===== config.mk =====
export PLATFORM = sky130hd
export DESIGN_NAME = asid_tlb
export DESIGN_NICKNAME = d
export VERILOG_FILES = /design/src/rtl/tlb_pkg.sv /design/src/rtl/tlb_cam.sv /design/src/rtl/tlb_victim.sv /design/src/rtl/tlb_perm.sv /design/src/rtl/asid_tlb.sv
export SDC_FILE = /design/constraint.sdc
export NUM_CORES = 2
export LEC_CHECK = 0
export BUFFER_PORTS_ARGS = -buffer_cell sky130_fd_sc_hd__buf_2
export CORE_MARGIN = 2
export CORE_UTILIZATION = 30
export DETAILED_ROUTE_END_ITERATION = 10
export HOLD_SLACK_MARGIN = 0.05
export SETUP_SLACK_MARGIN = 0.3
export SLEW_MARGIN = 20
export SYNTH_ARGS = -nofsm -noshare
export SYNTH_HDL_FRONTEND = slang
export SYNTH_SLANG_ARGS = --single-unit

===== constraint.sdc =====
create_clock -name clk -period 10.1 [get_ports clk]
set_input_delay 1.01 -clock clk [delete_from_list [all_inputs] [get_ports clk]]
set_output_delay 1.01 -clock clk [all_outputs]
set_load 0.02 [all_outputs]

===== src/rtl/tlb_pkg.sv =====
package tlb_pkg;
    localparam int VA_W   = 32;
    localparam int OFF_W  = 12;
    localparam int VPN_W  = VA_W - OFF_W;
    localparam int PFN_W  = 20;
    localparam int PA_W   = PFN_W + OFF_W;
    localparam int ASID_W = 8;
    localparam int PERM_W = 4;

    localparam int PERM_RD  = 0;
    localparam int PERM_WR  = 1;
    localparam int PERM_EX  = 2;
    localparam int PERM_USR = 3;

    typedef enum logic [1:0] {
        ACC_LOAD  = 2'd0,
        ACC_STORE = 2'd1,
        ACC_FETCH = 2'd2,
        ACC_RSVD  = 2'd3
    } acc_e;

    typedef struct packed {
        logic              valid;
        logic [VPN_W-1:0]  vpn;
        logic [ASID_W-1:0] asid;
        logic [PFN_W-1:0]  pfn;
        logic [PERM_W-1:0] perm;
        logic              dirty;
    } tlb_entry_t;
endpackage


===== src/rtl/tlb_cam.sv =====
module tlb_cam
    import tlb_pkg::*;
#(
    parameter int N = 16
) (
    input  tlb_entry_t        ents [N],
    input  logic [VPN_W-1:0]  key_vpn,
    input  logic [ASID_W-1:0] key_asid,
    output logic [N-1:0]      match
);
    // one comparator per slot, all evaluated in parallel
    for (genvar i = 0; i < N; i++) begin : g_cmp
        assign match[i] = ents[i].valid
                       && (ents[i].vpn  == key_vpn)
                       && (ents[i].asid == key_asid);
    end
endmodule


===== src/rtl/tlb_victim.sv =====
module tlb_victim #(
    parameter int N     = 16,
    parameter int IDX_W = 4
) (
    input  logic [N-1:0]     valid,
    input  logic [N-1:0]     dup,
    input  logic [IDX_W-1:0] rr,
    output logic [IDX_W-1:0] idx
);
    logic [IDX_W-1:0] free_idx;
    logic [IDX_W-1:0] dup_idx;
    logic             any_free;
    logic             any_dup;

    always_comb begin
        free_idx = '0;
        any_free = 1'b0;
        // descending scan leaves the lowest free slot selected
        for (int i = N - 1; i >= 0; i--) begin
            if (!valid[i]) begin
                free_idx = IDX_W'(i);
                any_free = 1'b1;
            end
        end
        dup_idx = '0;
        any_dup = 1'b0;
        for (int i = 0; i < N; i++) begin
            if (dup[i]) begin
                dup_idx = IDX_W'(i);
                any_dup = 1'b1;
            end
        end
        if (any_dup)       idx = dup_idx;
        else if (any_free) idx = free_idx;
        else               idx = rr;
    end
endmodule


===== src/rtl/tlb_perm.sv =====
module tlb_perm
    import tlb_pkg::*;
(
    input  logic [PERM_W-1:0] perm,
    input  logic [1:0]        acc,
    input  logic              user,
    output logic              fault
);
    logic allowed;

    always_comb begin
        case (acc_e'(acc))
            ACC_STORE: allowed = perm[PERM_WR];
            ACC_FETCH: allowed = perm[PERM_EX];
            default:   allowed = perm[PERM_RD];
        endcase
        fault = !allowed || (user && !perm[PERM_USR]);
    end
endmodule


===== src/rtl/asid_tlb.sv =====
module asid_tlb
    import tlb_pkg::*;
#(
    parameter  int NUM_ENTRIES = 16,
    localparam int IDX_W       = (NUM_ENTRIES > 1) ? $clog2(NUM_ENTRIES) : 1
) (
    input  logic              clk,
    input  logic              rst_n,
    input  logic              lk_req,
    input  logic [31:0]       lk_va,
    input  logic [7:0]        lk_asid,
    input  logic [1:0]        lk_acc,
    input  logic              lk_user,
    output logic              lk_hit,
    output logic [31:0]       lk_pa,
    output logic              lk_fault,
    output logic              lk_dirty,
    input  logic              fill_en,
    input  logic [19:0]       fill_vpn,
    input  logic [7:0]        fill_asid,
    input  logic [19:0]       fill_pfn,
    input  logic [3:0]        fill_perm,
    input  logic              fill_dirty,
    input  logic              fl_all,
    input  logic              fl_asid_en,
    input  logic [7:0]        fl_asid
);
    typedef struct packed {
        logic [IDX_W-1:0] rr;
    } ctl_t;

    tlb_entry_t ent_q [NUM_ENTRIES];
    tlb_entry_t ent_d [NUM_ENTRIES];
    ctl_t       ctl_q, ctl_d;

    logic [NUM_ENTRIES-1:0] lk_match;
    logic [NUM_ENTRIES-1:0] fill_match;
    logic [NUM_ENTRIES-1:0] valid_vec;
    logic [IDX_W-1:0]       hit_idx;
    logic [IDX_W-1:0]       vic_idx;
    tlb_entry_t             hit_ent;
    logic                   perm_fault;

    // parallel lookup
    tlb_cam #(.N(NUM_ENTRIES)) u_lk_cam (
        .ents     (ent_q),
        .key_vpn  (lk_va[VA_W-1:OFF_W]),
        .key_asid (lk_asid),
        .match    (lk_match)
    );

    // duplicate search for the fill
    tlb_cam #(.N(NUM_ENTRIES)) u_fill_cam (
        .ents     (ent_q),
        .key_vpn  (fill_vpn),
        .key_asid (fill_asid),
        .match    (fill_match)
    );

    for (genvar i = 0; i < NUM_ENTRIES; i++) begin : g_valid
        assign valid_vec[i] = ent_q[i].valid;
    end

    tlb_victim #(.N(NUM_ENTRIES), .IDX_W(IDX_W)) u_victim (
        .valid (valid_vec),
        .dup   (fill_match),
        .rr    (ctl_q.rr),
        .idx   (vic_idx)
    );

    always_comb begin
        hit_idx = '0;
        for (int i = 0; i < NUM_ENTRIES; i++) begin
            if (lk_match[i]) hit_idx = IDX_W'(i);
        end
    end

    assign hit_ent = ent_q[hit_idx];

    tlb_perm u_perm (
        .perm  (hit_ent.perm),
        .acc   (lk_acc),
        .user  (lk_user),
        .fault (perm_fault)
    );

    assign lk_hit   = lk_req && (|lk_match);
    assign lk_pa    = lk_hit ? {hit_ent.pfn, lk_va[OFF_W-1:0]} : '0;
    assign lk_fault = lk_hit && perm_fault;
    assign lk_dirty = lk_hit && hit_ent.dirty;

    // next state: dirty set, then fill, then flush
    always_comb begin
        ent_d = ent_q;
        ctl_d = ctl_q;

        if (lk_hit && (acc_e'(lk_acc) == ACC_STORE) && !perm_fault && !hit_ent.dirty) begin
            ent_d[hit_idx].dirty = 1'b1;
        end

        if (fill_en) begin
            ent_d[vic_idx].valid = 1'b1;
            ent_d[vic_idx].vpn   = fill_vpn;
            ent_d[vic_idx].asid  = fill_asid;
            ent_d[vic_idx].pfn   = fill_pfn;
            ent_d[vic_idx].perm  = fill_perm;
            ent_d[vic_idx].dirty = fill_dirty;
            ctl_d.rr = (ctl_q.rr == IDX_W'(NUM_ENTRIES - 1)) ? '0 : ctl_q.rr + 1'b1;
        end

        for (int i = 0; i < NUM_ENTRIES; i++) begin
            if (fl_all || (fl_asid_en && (ent_d[i].asid == fl_asid))) begin
                ent_d[i].valid = 1'b0;
            end
        end
    end

    always_ff @(posedge clk) begin
        if (!rst_n) begin
            for (int i = 0; i < NUM_ENTRIES; i++) ent_q[i] <= '0;
            ctl_q <= '0;
        end else begin
            ent_q <= ent_d;
            ctl_q <= ctl_d;
        end
    end
endmodule


* Word-level counts from Yosys, hierarchy flattened
Index checks and enable logic that the tools add are counted.
Cells by class: add/subtract/negate cells 1, $mul 0, reductions and logical operators 127, mux-type cells 109, shift operators 0, bitwise gates (word level) 3, eq/ne operators 83, div/mod/pow operators 0, order comparisons 4
Operators with widths (number):
- $bwmux W864 | 7
- $mux W864 | 2
- $demux W54 S4 | 7
- $eq A20 B20 Y1 | 32
- $eq A8 B8 Y1 | 48
- $bmux W54 S4 | 1
- $mux W4 | 41
- $logic_and A1 B1 Y1 | 89
- $mux W25 | 3
- $mux W54 | 1
- $mux W53 | 1
- $mux W1 | 36
- $mux W33 | 1
- $mux W32 | 1
- $reduce_or A2 Y1 | 16
- $logic_or A1 B1 Y1 | 17
- $reduce_or A16 Y1 | 1
- $mux W3 | 4
- $ge A5 B5 Y1 const B | 2
- $lt A5 B1 Y1 const B | 2
- $not A4 Y5 | 2
- $mux W5 | 1
- $add A4 B1 Y4 const B | 1
- $eq A4 B4 Y1 const B | 1
- other kinds (6) | 10
Word-level totals: bits of input ports 110, memories kept 0, memory bits (read-only) 0, logic and storage cells 424, latch bits 0, output and inout port bits 35, register bits after elaboration 868, memory bits (writable) 0

* Logic depth before layout (Yosys ltp)
word-level depth 40, gate-level depth with buffers 19, depth with buffers taken out 13

* Hierarchy
From an unflattened synthesis, not the netlist that was laid out.
Unflattened totals: cells, all modules 5900, area, all modules 45902.8 um2
Modules (own cells, without submodules):
- asid_tlb | seq. area each 17376.7 um2, cells an instance 4501, instances 1, area each 34704.5 um2
- tlb_cam | seq. area each 0.0 um2, cells an instance 664, instances 2, area each 5380.2 um2
- tlb_victim | seq. area each 0.0 um2, cells an instance 63, instances 1, area each 372.9 um2
- tlb_perm | seq. area each 0.0 um2, cells an instance 8, instances 1, area each 65.1 um2

* Least setup slack after synthesis
No wires, ideal clock.
kind input to output, start point input port lk_va[29], end point output port lk_pa[12], required time 9.090 ns, path slack 4.127 ns, buffers on the path 5, stages 16, data arrival time 4.963 ns, cell sequence buf_2 -> buf_2 -> xnor2_1 -> nand4_1 -> nor4_1 -> and4_1 -> a21oi_1 -> o21a_1 -> o41ai_2 -> buf_4 -> buf_4 -> buf_4 -> mux2i_1 -> nand2_1 -> o221ai_1 -> a2111oi_0
On the way: longest elaborated chain between the ends 23, elaborated cells on any way between the ends 70, classes of those cells eq/ne (16); mux (19); bitwise (1); reduce/logical (34)
Ends and longest elaborated chain:
- from (decl) | RTL line asid_tlb.sv:10 | input logic [31:0] lk_va,
- $eq A20 B20 Y1 | RTL line tlb_cam.sv:14 | && (ents[i].vpn == key_vpn)
- $logic_and A1 B1 Y1 | RTL line tlb_cam.sv:14
- $logic_and A1 B1 Y1 | RTL line tlb_cam.sv:15 | && (ents[i].asid == key_asid);
- $mux W1 | RTL line asid_tlb.sv:74 | if (lk_match[i]) hit_idx = IDX_W'(i);
- $mux W4 (14 in a row) | RTL line asid_tlb.sv:74
- $not A4 Y5 (implied by the code) | RTL line asid_tlb.sv:78 | assign hit_ent = ent_q[hit_idx];
- $bmux W54 S4 | RTL line asid_tlb.sv:78
- $mux W25 (implied by the code) (2 in a row) | RTL line asid_tlb.sv:78
- $mux W32 (*) | RTL line asid_tlb.sv:88 | assign lk_pa = lk_hit ? {hit_ent.pfn, lk_va[OFF_W-1:0]} : '0;
- to (decl) | RTL line asid_tlb.sv:15 | output logic [31:0] lk_pa,
Mark *: on every way between the ends. The rest lies on a longest branch, timed or not. The select of a mux whose other input is x is not followed.

* Worst setup path after layout
start point input port lk_va[19], end point output port lk_pa[21]
The elaborated chain is that of the path after synthesis.

==> key figures <==
Min path
  • Hold Crit Depth: 2
  • WHS Endpoint: ent_q[181]$_SDFFE_PN0P_
  • HP Start: ent_q[181]$_SDFFE_PN0P_
  • Class of the worst hold path: reg -> reg

Timing
  • RSZ-0062 raised after global routing: false
  • Max-slew headroom: 0.2285
  • Setup TNS: 0 ps
  • Skew final: 37.48 ps
  • Min Hold Slack: ~450 ps
  • Final cycle utilization of the critical path: 0.7793
  • Final hold violations: 0
  • Max Slew Vio Count: 0
  • Setup violators final: 0
  • Max frequency: roughly 0.13 GHz
  • Tightest Pin Transition: around 1100 ps
  • Min Clock Period, post-route: a little under 8000 ps

Pwr
  • Leak Pwr: between 0.015 and 0.02 uW
  • Switching power: 2121 uW
  • Pwr dens: 143.8 mW/mm^2
  • Clock network power share: 0.465
  • Logic pwr share: 0.097
  • Int Power: between 5000 and 6000 uW
  • Sequential power share: 0.439
  • Worst vdd ir: around 0.14 mV
  • Sw Ratio: 0.2688

Clock network
  • Clock Latency Late Sink: 740 ps
  • Clock transition at path regs: around 60 ps
  • Worst-case clock buffer depth: 3
  • H-tree depth: 3
  • Post-CTS setup buffer count: 0
  • Number of hold buffers added after CTS: 0
  • CTS buffer count: 91
  • CTS resizes: 0
  • CTS tree: built
  • # clock sinks: between 800 and 900
  • Root Driver: clkbuf_16

Die
  • Initial core utilization: 0.3013
  • Die height: between 400 and 500 um
  • Die Span X: roughly 410 um
  • Die area: 0.1686 sq mm
  • Row cnt: around 150
  • Core area: ~0.16 sq mm
  • I/O pin count: ~150

Placement
  • Hpwl dp: between 100000 and 150000 um
  • Port bufs: around 140
  • Final GP Congestion: 1.017

Run
  • Max cap viols: 0

Synth
  • Average size of a mapped cell: between 8 and 9 sq um
  • Most frequent cell after synthesis: dfxtp_1
  • Post-synth EDFFs: 0
  • Main area contributors after synthesis: dfxtp_1 (35%), mux2i_1 (12%), xnor2_1 (11%)
  • Mapped Area: 0.04960 sq mm
  • Ys Warns: 0
  • Syn_nets: around 6000
  • Top cell type's share of synthesized area: 0.3503
  • Fraction of registers with async set/reset: 0
  • FF+latch count, synth: 868
  • Synth area leader: dfxtp_1
  • Post-synth cell types: 97
  • Sequential-to-total area share from yosys stat: 0.3503
  • Post-synth top cells: dfxtp_1 (868), nand2_1 (734), nor2_1 (713), xnor2_1 (637), mux2i_1 (595)
  • Synthesized instance count: 5915
  • Ys flop type: dfxtp_1

Worst setup path
  • Worst setup EP type: output pin
  • Worst setup SP type: primary input
  • WS Path Type: in -> out
  • R2R Setup Slk: 4160 ps
  • Reg2Reg Capture Point: ent_q[377]$_SDFFE_PP0P_
  • Delay-heaviest family, CP: compound AO/OA/AOI/OAI gates
  • Crit-path max FO: 28
  • Slowest CP cell: a2111oi_0
  • Crit path DAT: between 6000 and 7000 ps
  • Buf+Inv Stages, Crit Path: 4
  • Worst-path cell chain: buf_2 -> buf_4 -> xnor2_1 -> nand4_1 -> nor4_1 -> o211ai_1 -> a21oi_1 -> o21a_1 -> o21ai_1 -> a41oi_4 -> buf_4 -> o22ai_1 -> o21ai_0 -> o21ai_0 -> a2111oi_0 -> buf_2
  • Reg2reg start: ent_q[676]$_SDFF_PN0_
  • Crit path required time: approximately 9100 ps
  • Worst R2R Path Depth: 14
  • Worst path max stage delay: around 760 ps

Global route
  • Total GRT Usage: 0.2311
  • Vias in the first global route: roughly 42000
  • Largest net degree at the start of global routing: ~170
  • Initial antenna violation count: 20
  • First-pass GRT wire length: ~290000 um
  • GRT overflow: 0

Drt
  • First-pass DRT Iterations: 6
  • Routed Antenna Nets: 0
  • Vias per inst: around 5.6
  • Wire per inst: 25.20 um
  • Vias: approximately 45000
  • Routed WL: between 200000 and 250000 um
  • DRC viols: 0
  • DR iter-0 viols: around 5500

Cells and area
  • Number of fill cells in the layout: 17110
  • Final #Nets: around 6000
  • Layout cell share with drive strength beyond 1: 0.09144
  • Area Overhead vs Synth: 10.65%

Run status
  • Status: completed
worst register-to-register path: stages (launching register included):
cell and delay [ps]:
dfxtp_1 360, xnor2_1 280, nand4_1 130, or4_1 550, nor4_1 990, or4_1 340, o21bai_1 110, a211oi_2 400
nand3b_1 440, or3_2 870, buf_4 480, mux2i_1 330, o22ai_1 120, nor4_1 360, a211oi_1 80
layer usage:
layer	up-vias	wire length [um]	global-route usage
met5	-	57	0
met4	10	10090	0.1006
met3	611	21200	0.04821
met2	2574	87530	0.3535
met1	21759	83930	0.3127
li1	20028	-	-
power groups by stage:
stage	Clock [uW]	Sequential, uW	Combinational (uW)
floorplan	0	3530	490
global placement	0	3540	727
detailed placement	0	3540	730
CTS	3700	3460	734
global route	3850	3460	787
finish	3670	3460	762
through the flow:
stage	cell area (sq um)	setup WS [ps]	total power, uW	util	instances
global placement	51630	2502	4266	0.3136	7871
floorplan	49600	4127	4020	-	5915
detailed placement	51660	2482	4270	0.3138	7872
finish	54880	2229	7890	0.3334	8047
global route	54870	2210	8096	0.3333	8042
CTS	54860	2466	7901	0.3333	8040
sequential cells by signal, summed over array words and instances (netlist names):
name / flops
ctl_q: 4
ent_q: 864
cells in the final DEF, fill, tap and decap left out, types with 11 or more instances in the layout:
cell       netlist  final
dfxtp_1        868    868
nand2_1        734    732
nor2_1         713    710
xnor2_1        637    637
mux2i_1        595    595
a21oi_1        358    354
xor2_1         324    324
nand4_1        252    252
nor4_1         156    156
buf_2          131    144
buf_4           72    121
clkbuf_16        0     91
o21ai_0         85     85
o22ai_1         66     66
nand3_1         58     58
inv_1           54     54
mux2_2          48     48
nor3_1          48     44
o221ai_1        29     29
or4_1           27     27
a2111oi_0       28     24
nand2b_1        23     22
o22a_1          22     22
clkbuf_8         0     21
and3_1          17     17
clkbuf_1       246     16
and4_1          15     15
and2_1          16     15
clkinv_2         0     15
o211ai_1        13     13
a21o_1          12     12
nor4b_1         12     12
a211oi_1        11     11
or2_2           11     11
bufinv_16        0     11
cell type report:
| cell class | instances | area, sq um | share of cell area |
|---|---|---|---|
| Antenna cell | 7 | 17.52 | 0.0003192 |
| Clock buffer | 128 | 2626 | 0.04785 |
| Clock inverter | 40 | 576.8 | 0.01051 |
| Inverter | 62 | 240.2 | 0.004377 |
| Multi-Input combinational cell | 4486 | 29630 | 0.5399 |
| Sequential cell | 868 | 17380 | 0.3166 |
| Tap cell | 2189 | 2739 | 0.04991 |
| Timing Repair Buffer | 267 | 1677 | 0.03055 |
worst max-delay path by stage:
stage	from	endpoint	slack [ps]	cells after the start
floorplan	lk_va[29]	lk_pa[12]	4130	16
global placement	lk_va[13]	lk_pa[30]	2500	15
detailed placement	lk_va[19]	lk_pa[29]	2480	16
CTS	lk_va[13]	lk_pa[29]	2470	15
global route	lk_va[13]	lk_fault	2210	15
finish	lk_va[19]	lk_pa[21]	2230	16
cell families after synthesis:
logic type               after synthesis  share of synthesized area
adder cells (fa/ha/maj)                3                  0.0007569
AND/OR/NAND/NOR                     2151                     0.2005
buffers and inverters                561                    0.05651
flip-flops                           868                     0.3503
multiplexers                         645                     0.1315
XOR/XNOR                             964                     0.1707
AO/OA/AOI/OAI                        723                    0.08975
Power figures use the tool's default switching activity.
